--- src/rtl/ttw_pkg.sv ---
// Package: shared defaults for the tag-renaming instruction window.
// Assumes: slot and register counts are powers of two.
package ttw_pkg;
    localparam int DEF_NSLOT = 8;
    localparam int DEF_NREG  = 16;
    localparam int DEF_DW    = 16;
    localparam int DEF_OPW   = 4;
endpackage

--- src/rtl/ttw_rename.sv ---
// Module: rename map. One entry per architectural register holds a presence
// bit and either a value or the tag of the slot that will produce it.
// Two read ports see a same-cycle broadcast (bypass). One write port renames
// a destination, and the write overrides a capture in the same cycle.
// Assumes: NREG is a power of two and DW >= log2(NSLOT).
module ttw_rename #(
    parameter  int NREG  = ttw_pkg::DEF_NREG,
    parameter  int NSLOT = ttw_pkg::DEF_NSLOT,
    parameter  int DW    = ttw_pkg::DEF_DW,
    localparam int RW    = $clog2(NREG),
    localparam int TW    = $clog2(NSLOT)
) (
    input  logic          clk,
    input  logic          rst_n,
    input  logic [RW-1:0] qa_idx,
    output logic          qa_pres,
    output logic [DW-1:0] qa_fld,
    input  logic [RW-1:0] qb_idx,
    output logic          qb_pres,
    output logic [DW-1:0] qb_fld,
    input  logic          wr_en,
    input  logic [RW-1:0] wr_idx,
    input  logic [TW-1:0] wr_tag,
    input  logic          bc_valid,
    input  logic [TW-1:0] bc_tag,
    input  logic [DW-1:0] bc_data
);
    logic [NREG-1:0] pres_q;
    logic [DW-1:0]   fld_q [NREG];

    // Lookup with bypass of the broadcast on the bus this cycle.
    function automatic logic [DW:0] look(input logic [RW-1:0] idx);
        logic          p;
        logic [DW-1:0] f;
        p = pres_q[idx];
        f = fld_q[idx];
        if (!p && bc_valid && f[TW-1:0] == bc_tag) begin
            p = 1'b1;
            f = bc_data;
        end
        return {p, f};
    endfunction

    assign {qa_pres, qa_fld} = look(qa_idx);
    assign {qb_pres, qb_fld} = look(qb_idx);

    // Map update: rename has priority, otherwise capture a matching tag.
    always_ff @(posedge clk) begin
        for (int r = 0; r < NREG; r++) begin
            if (!rst_n) begin
                pres_q[r] <= 1'b1;
                fld_q[r]  <= DW'(r);
            end else if (wr_en && wr_idx == RW'(r)) begin
                pres_q[r] <= 1'b0;
                fld_q[r]  <= {{(DW-TW){1'b0}}, wr_tag};
            end else if (bc_valid && !pres_q[r] && fld_q[r][TW-1:0] == bc_tag) begin
                pres_q[r] <= 1'b1;
                fld_q[r]  <= bc_data;
            end
        end
    end

    // a renamed register is pending right after the rename.
    p_rename_pending_r3: assert property (@(posedge clk) disable iff (!rst_n)
        wr_en |=> !pres_q[$past(wr_idx)]);

    for (genvar g = 0; g < NREG; g++) begin : g_chk
        // a pending entry ignores results for other tags.
        p_stale_kept_r5: assert property (@(posedge clk) disable iff (!rst_n)
            (!pres_q[g] && !(bc_valid && fld_q[g][TW-1:0] == bc_tag)) |=> !pres_q[g]);
    end
endmodule

--- src/rtl/ttw_slots.sv ---
// Module: window slot storage. Each slot keeps use and exec flags, an opcode
// and two operands (presence bit plus tag-or-value). It wakes operands on a
// tag match and clears use when its own result is broadcast.
// Assumes: the inserted slot is free, results only name issued slots.
module ttw_slots #(
    parameter  int NSLOT = ttw_pkg::DEF_NSLOT,
    parameter  int DW    = ttw_pkg::DEF_DW,
    parameter  int OPW   = ttw_pkg::DEF_OPW,
    localparam int TW    = $clog2(NSLOT)
) (
    input  logic             clk,
    input  logic             rst_n,
    input  logic             ins_en,
    input  logic [TW-1:0]    ins_slot,
    input  logic [OPW-1:0]   ins_op,
    input  logic             ins_ap,
    input  logic [DW-1:0]    ins_af,
    input  logic             ins_bp,
    input  logic [DW-1:0]    ins_bf,
    input  logic             iss_en,
    input  logic [TW-1:0]    iss_slot,
    input  logic             bc_valid,
    input  logic [TW-1:0]    bc_tag,
    input  logic [DW-1:0]    bc_data,
    output logic [NSLOT-1:0] use_vec,
    output logic [NSLOT-1:0] rdy_vec,
    output logic [OPW-1:0]   rd_op,
    output logic [DW-1:0]    rd_a,
    output logic [DW-1:0]    rd_b
);
    logic [NSLOT-1:0] use_q, exec_q, ap_q, bp_q;
    logic [OPW-1:0]   op_q [NSLOT];
    logic [DW-1:0]    af_q [NSLOT];
    logic [DW-1:0]    bf_q [NSLOT];

    // Slot state: fill on insert, mark on issue, wake and free on broadcast.
    always_ff @(posedge clk) begin
        for (int i = 0; i < NSLOT; i++) begin
            if (!rst_n) begin
                use_q[i]  <= 1'b0;
                exec_q[i] <= 1'b0;
                ap_q[i]   <= 1'b0;
                bp_q[i]   <= 1'b0;
                op_q[i]   <= '0;
                af_q[i]   <= '0;
                bf_q[i]   <= '0;
            end else if (ins_en && ins_slot == TW'(i)) begin
                use_q[i]  <= 1'b1;
                exec_q[i] <= 1'b0;
                op_q[i]   <= ins_op;
                ap_q[i]   <= ins_ap;
                af_q[i]   <= ins_af;
                bp_q[i]   <= ins_bp;
                bf_q[i]   <= ins_bf;
            end else begin
                if (iss_en && iss_slot == TW'(i))
                    exec_q[i] <= 1'b1;
                if (bc_valid && bc_tag == TW'(i))
                    use_q[i] <= 1'b0;
                if (bc_valid && use_q[i] && !ap_q[i] && af_q[i][TW-1:0] == bc_tag) begin
                    ap_q[i] <= 1'b1;
                    af_q[i] <= bc_data;
                end
                if (bc_valid && use_q[i] && !bp_q[i] && bf_q[i][TW-1:0] == bc_tag) begin
                    bp_q[i] <= 1'b1;
                    bf_q[i] <= bc_data;
                end
            end
        end
    end

    // Candidate vector and read port for the selected slot.
    always_comb begin
        use_vec = use_q;
        rdy_vec = use_q & ~exec_q & ap_q & bp_q;
        rd_op   = op_q[iss_slot];
        rd_a    = af_q[iss_slot];
        rd_b    = bf_q[iss_slot];
    end

    // an issued slot has not been issued before.
    p_single_issue_r8: assert property (@(posedge clk) disable iff (!rst_n)
        iss_en |-> (use_q[iss_slot] && !exec_q[iss_slot]));
    // a broadcast names an occupied, issued slot.
    p_result_target_r4: assert property (@(posedge clk) disable iff (!rst_n)
        bc_valid |-> (use_q[bc_tag] && exec_q[bc_tag]));
    // insertion never lands on a slot still in use.
    p_insert_free_r9: assert property (@(posedge clk) disable iff (!rst_n)
        ins_en |-> !use_q[ins_slot]);
endmodule

--- src/rtl/ttw_pick.sv ---
// Module: oldest-first select. Walks the ready vector from the retire pointer
// and returns the first ready slot.
// Assumes: NSLOT is a power of two so the tag addition wraps naturally.
module ttw_pick #(
    parameter  int NSLOT = ttw_pkg::DEF_NSLOT,
    localparam int TW    = $clog2(NSLOT)
) (
    input  logic             clk,
    input  logic             rst_n,
    input  logic [NSLOT-1:0] rdy,
    input  logic [TW-1:0]    head,
    output logic             found,
    output logic [TW-1:0]    idx
);
    // Scan from youngest to oldest so the oldest hit is the last assignment.
    always_comb begin
        found = 1'b0;
        idx   = '0;
        for (int k = NSLOT - 1; k >= 0; k--) begin
            if (rdy[head + TW'(k)]) begin
                found = 1'b1;
                idx   = head + TW'(k);
            end
        end
    end

    // the chosen slot is ready, and any ready slot produces a choice.
    p_pick_ready_r7: assert property (@(posedge clk) disable iff (!rst_n)
        found |-> rdy[idx]);
    p_pick_any_r7: assert property (@(posedge clk) disable iff (!rst_n)
        (|rdy) |-> found);
endmodule

--- src/rtl/tag_window.sv ---
// Module: top of the tag-renaming instruction window. Owns the allocate and
// retire pointers and the occupancy count, and wires rename map, slots and
// oldest-first select together. Issue is combinational from slot state.
// Assumes: functional units accept every issue and return each tag once.
module tag_window #(
    parameter  int NSLOT = ttw_pkg::DEF_NSLOT,
    parameter  int NREG  = ttw_pkg::DEF_NREG,
    parameter  int DW    = ttw_pkg::DEF_DW,
    parameter  int OPW   = ttw_pkg::DEF_OPW,
    localparam int TW    = $clog2(NSLOT),
    localparam int RW    = $clog2(NREG),
    localparam int CW    = $clog2(NSLOT + 1)
) (
    input  logic           clk,
    input  logic           rst_n,
    input  logic           ins_valid,
    input  logic [OPW-1:0] ins_op,
    input  logic [RW-1:0]  ins_src_a,
    input  logic [RW-1:0]  ins_src_b,
    input  logic [RW-1:0]  ins_dst,
    output logic           ins_ready,
    output logic [TW-1:0]  ins_tag,
    output logic           iss_valid,
    output logic [TW-1:0]  iss_tag,
    output logic [OPW-1:0] iss_op,
    output logic [DW-1:0]  iss_opnd_a,
    output logic [DW-1:0]  iss_opnd_b,
    input  logic           res_valid,
    input  logic [TW-1:0]  res_tag,
    input  logic [DW-1:0]  res_data
);
    logic [TW-1:0]    head_q, tail_q;
    logic [CW-1:0]    cnt_q;
    logic             fire, retire;
    logic             a_pres, b_pres;
    logic [DW-1:0]    a_fld, b_fld;
    logic [NSLOT-1:0] use_vec, rdy_vec;

    // Ring increment for slot pointers.
    function automatic logic [TW-1:0] ring_inc(input logic [TW-1:0] p);
        return (p == TW'(NSLOT - 1)) ? '0 : p + 1'b1;
    endfunction

    // Edge handshake and in-order retire of the oldest completed slot.
    always_comb begin
        ins_ready = (cnt_q != CW'(NSLOT));
        ins_tag   = tail_q;
        fire      = ins_valid && ins_ready;
        retire    = (cnt_q != '0) && !use_vec[head_q];
    end

    // Pointer and occupancy registers.
    always_ff @(posedge clk) begin
        if (!rst_n) begin
            head_q <= '0;
            tail_q <= '0;
            cnt_q  <= '0;
        end else begin
            if (fire)   tail_q <= ring_inc(tail_q);
            if (retire) head_q <= ring_inc(head_q);
            case ({fire, retire})
                2'b10:   cnt_q <= cnt_q + 1'b1;
                2'b01:   cnt_q <= cnt_q - 1'b1;
                default: cnt_q <= cnt_q;
            endcase
        end
    end

    ttw_rename #(.NREG(NREG), .NSLOT(NSLOT), .DW(DW)) u_rename (
        .clk      (clk),
        .rst_n    (rst_n),
        .qa_idx   (ins_src_a),
        .qa_pres  (a_pres),
        .qa_fld   (a_fld),
        .qb_idx   (ins_src_b),
        .qb_pres  (b_pres),
        .qb_fld   (b_fld),
        .wr_en    (fire),
        .wr_idx   (ins_dst),
        .wr_tag   (tail_q),
        .bc_valid (res_valid),
        .bc_tag   (res_tag),
        .bc_data  (res_data)
    );

    ttw_slots #(.NSLOT(NSLOT), .DW(DW), .OPW(OPW)) u_slots (
        .clk      (clk),
        .rst_n    (rst_n),
        .ins_en   (fire),
        .ins_slot (tail_q),
        .ins_op   (ins_op),
        .ins_ap   (a_pres),
        .ins_af   (a_fld),
        .ins_bp   (b_pres),
        .ins_bf   (b_fld),
        .iss_en   (iss_valid),
        .iss_slot (iss_tag),
        .bc_valid (res_valid),
        .bc_tag   (res_tag),
        .bc_data  (res_data),
        .use_vec  (use_vec),
        .rdy_vec  (rdy_vec),
        .rd_op    (iss_op),
        .rd_a     (iss_opnd_a),
        .rd_b     (iss_opnd_b)
    );

    ttw_pick #(.NSLOT(NSLOT)) u_pick (
        .clk   (clk),
        .rst_n (rst_n),
        .rdy   (rdy_vec),
        .head  (head_q),
        .found (iss_valid),
        .idx   (iss_tag)
    );

    // occupancy never exceeds the slot count.
    p_no_overflow_r9: assert property (@(posedge clk) disable iff (!rst_n)
        cnt_q <= CW'(NSLOT));
    // a refused offer consumes no tag.
    p_stall_keeps_tag_r9: assert property (@(posedge clk) disable iff (!rst_n)
        (ins_valid && !ins_ready) |=> ins_tag == $past(ins_tag));
    // the retire pointer waits on an unfinished oldest slot.
    p_head_waits_r10: assert property (@(posedge clk) disable iff (!rst_n)
        (cnt_q != '0 && use_vec[head_q]) |=> head_q == $past(head_q));
    // the same slot is never issued in two consecutive cycles.
    p_no_reissue_r8: assert property (@(posedge clk) disable iff (!rst_n)
        iss_valid |=> !(iss_valid && iss_tag == $past(iss_tag)));
endmodule

--- config.mk ---
export PLATFORM = sky130hd
export DESIGN_NAME = tag_window
export DESIGN_NICKNAME = d
export VERILOG_FILES = /design/src/rtl/ttw_pkg.sv /design/src/rtl/ttw_rename.sv /design/src/rtl/ttw_slots.sv /design/src/rtl/ttw_pick.sv /design/src/rtl/tag_window.sv
export SDC_FILE = /design/constraint.sdc
export NUM_CORES = 1
export LEC_CHECK = 0
export ABC_AREA = 0
export CAP_MARGIN = 10
export CORE_AREA = 3 3 323 325
export DETAILED_ROUTE_END_ITERATION = 10
export DIE_AREA = 0 0 326 328
export PLACE_DENSITY = 0.62
export RECOVER_POWER = 50
export SYNTH_ARGS = -nofsm -noshare
export SYNTH_HDL_FRONTEND = slang
export SYNTH_HIERARCHICAL = 1
export SYNTH_SLANG_ARGS = --single-unit
--- constraint.sdc ---
create_clock -name clk -period 4.28 [get_ports clk]
set_input_delay 0.856 -clock clk [delete_from_list [all_inputs] [get_ports clk]]
set_output_delay 0.856 -clock clk [all_outputs]
set_load 0.01 [all_outputs]
==> metrics.cfg <==
[clocking]
tritoncts = done
holdBufCountCts = 0
cts_made_buffers = 72
root_buffer = clkbuf_16
path_clk_slew_ns = 0.06
cts_buffer_depth = 3
clkLatencyLatePin_ns = 0.64
numClockSinks = 602
htree_num_levels = 3

[power]
internal-power_w = 0.01186
combPwrFrac_pct = 19.8
clkPwrFrac_pct = 38.1
power.total_w = 0.01658
ir_drop_mv = 0.3156
p_leak_nw = 14.48
p_sw_share_pct = 28.48
switchingPower_w = 0.004723
powerDensity_mw_per_mm2 = 399.0
seqPwrFrac_pct = 42.1

[synthesis]
synth_top_area_share_pct = 46.02
mappedNetlistArea_mm2 = 0.03550
ys_top_cells_by_area = edfxtp_1 46%, mux4_2 13%, and2_1 3.6%, dfxtp_1 3.3%, mux4_1 2.4%
syn_nets = 2724
ys_types = 88
yosysMostFrequentCell = edfxtp_1
synth_seq_cells = 602
netlist.top_cell.by_area = edfxtp_1
synthCells = 2675
yosysSeqAreaShare_pct = 49.29
ys_warn_count = 6
synth_commonest_cells = 544 x edfxtp_1, 204 x and2_1, 198 x mux4_2, 143 x clkbuf_1, 114 x nand3_1
ys.flop_type = edfxtp_1
syn_avg_cell_area_um2 = 13.27
synth_edf_count = 544
synthArstFlopShare_pct = 0

[floorplanning]
coreArea_mm2 = 0.1017
dieArea_mm2 = 0.1069
die_w_um = 326
num_rows = 117
initial_utilization_pct = 34.89
ios = 83
die_h_um = 328

[sta]
hold_viol = 0
fin_crit_sh_pct = 118.0
rsz0062_at_grt = yes
min_period_ns = 5.049
setup_viol = 62
clock_skew_ns = 0.02978
holdWs_ns = 0.4661
fmax_mhz = 198.1
slew_violations = 0
setup_slack_ns = -0.7687
tightestPinTransition_ns = 1.444
slew_headroom_pct = 3.735

[placement]
numPortBuffers = 82
globalplace.congestion = 0.9037
dp_hpwl_um = 83010

[cells_and_area]
syn_to_final_growth_pct = 17.07
regArea_mm2 = 0.01751
diodes = 0
fill_cells = 9412
drive_gt1_share_pct = 26.37
nets = 2868
multi_input_area_mm2 = 0.01650

[min_path]
hold_class = reg2reg

[job]
maxCapViolCount = 0

[status]
status = finished, violations left
violations = negative setup slack

[drt]
vias = 26380
postRouteAntennaNets = 0
dr.pass1.iters = 7
avgRoutedWirePerCell_um = 29.64
avgViaCountPerCell = 6.216
drc = 0
wirelength_um = 125800
drtIter0Drc = 4394

[worst_setup_path]
worst-endpoint-required_ns = 3.42
startpoint_type = flip-flop
crit_arrival_ns = 4.19
cp-end-kind = primary output
worst-path-max-fanout = 6
crit_type = reg2out

[global_routing]
grt_pass1_vias = 25630
grt-ovfl-total = 0
grt_use_total_pct = 22.90
grt_max_degree = 67
grt_pass1_wl_um = 181300
antenna_found_initial = 2

==> timing repair <==
item	CTS	global route
resized for setup	235	13
endpoints found under the setup margin	39	39
buffers inserted	15	4
cloned	10	0
pin swaps	6	2
==> placed cells by master, fill, tap and decap left out, types with 49 or more instances in the layout <==
master     Yosys  layout
a21oi_1       54      53
and2_0         0      63
and2_1       204     141
and3_1        49      49
buf_4         12     181
clkbuf_16      0      72
dfxtp_1       58      53
edfxtp_1     544     544
mux4_2       198     206
nand2_1       93      96
nand2b_1      52      52
nand3_1      114     114
nand4b_1      87      87
nor2_1        73      72
o22ai_1      102     101
o32ai_1       66      66
xnor2_1       61      61
==> cells by family after synthesis <==
family	Yosys count	share of synthesized area (%)
AO/OA/AOI/OAI	463	9.693
XOR/XNOR	105	2.781
adder cells (fa/ha/maj)	10	0.3736
buffers and inverters	325	4.455
flip-flops	602	49.29
multiplexers	359	19.32
AND/OR/NAND/NOR	811	14.09
==> cell type report <==
type | count | share of cell area (%)
sequential | 602 | 42.12
tap | 1368 | 4.119
clock buffer | 80 | 4.432
timing repair buffer | 348 | 7.705
inverter | 47 | 0.4396
multi-input combinational | 1748 | 39.71
clock inverter | 50 | 1.469
==> stage by stage <==
stage	worst slack, ns	utilization (%)	area [um^2]	instances	TNS (ns)
3_3_place_gp	-0.2630	38.08	38740	4086	-8.201
6_report	-0.7687	40.84	41560	4243	-25.17
5_1_grt	-0.8364	40.84	41560	4243	-28.39
3_5_place_dp	-0.3026	38.08	38740	4086	-9.333
2_1_floorplan	-0.03162	-	35550	2675	-0.9486
4_1_cts	-0.6790	41.05	41760	4241	-21.35
==> path summary, 6_finish.rpt <==
kind | startpoint | end | slack (ns) | depth (start not counted)
setup / recovery | u_slots/exec_q[4]$_SDFFE_PP0P_ | iss_opnd_a[0] | -0.77 | 13
hold / removal | u_slots/exec_q[0]$_SDFFE_PP0P_ | u_slots/exec_q[0]$_SDFFE_PP0P_ | 0.47 | 2
setup reg to reg | cnt_q[0]$_SDFFE_PN0P_ | u_slots/bf_q[5][10]$_DFFE_PP_ | -0.13 | 8
hold reg to reg | u_slots/exec_q[0]$_SDFFE_PP0P_ | u_slots/exec_q[0]$_SDFFE_PP0P_ | 0.47 | 2
==> state kept, by name, indices dropped and copies added, names as in the netlist <==
| name | flops |
|---|---|
| u_slots/af_q | 128 |
| head_q | 3 |
| u_rename/pres_q | 16 |
| u_slots/op_q | 32 |
| u_slots/bp_q | 8 |
| u_rename/fld_q | 256 |
| ins_tag | 3 |
| u_slots/bf_q | 128 |
| cnt_q | 4 |
| u_slots/use_vec | 8 |
| u_slots/ap_q | 8 |
| u_slots/exec_q | 8 |
==> power by group through the flow <==
| stage | sequential (W) | clock, W | combinational [W] |
|---|---|---|---|
| 6_report | 0.00698 | 0.00631 | 0.00329 |
| 5_1_grt | 0.00701 | 0.00661 | 0.00345 |
| 4_1_cts | 0.00697 | 0.00639 | 0.00327 |
| 3_5_place_dp | 0.00710 | 0 | 0.00314 |
| 3_3_place_gp | 0.00708 | 0 | 0.00312 |
| 2_1_floorplan | 0.00701 | 0 | 0.00192 |
==> critical path, cell delays in order, from the launching register on <==
cell,delay (ns)
dfxtp_2,0.33
and4b_2,0.29
mux4_2,0.48
mux2_4,0.29
o21ai_2,0.11
a31oi_1,0.10
o21bai_1,0.25
mux2_4,0.39
buf_12,0.16
buf_12,0.13
buf_16,0.15
mux4_2,0.42
mux2_4,0.31
buf_6,0.13
==> layer usage <==
layer  vias to the layer above  wire length, um  GRT usage (%)
met5                         -               11              0
met4                         2             5199          8.720
met3                       307            13820          4.345
met2                      1840            58610          37.00
met1                     13250            48130          30.59
li1                      10980                -              -
(Power assumes the default switching activity.)
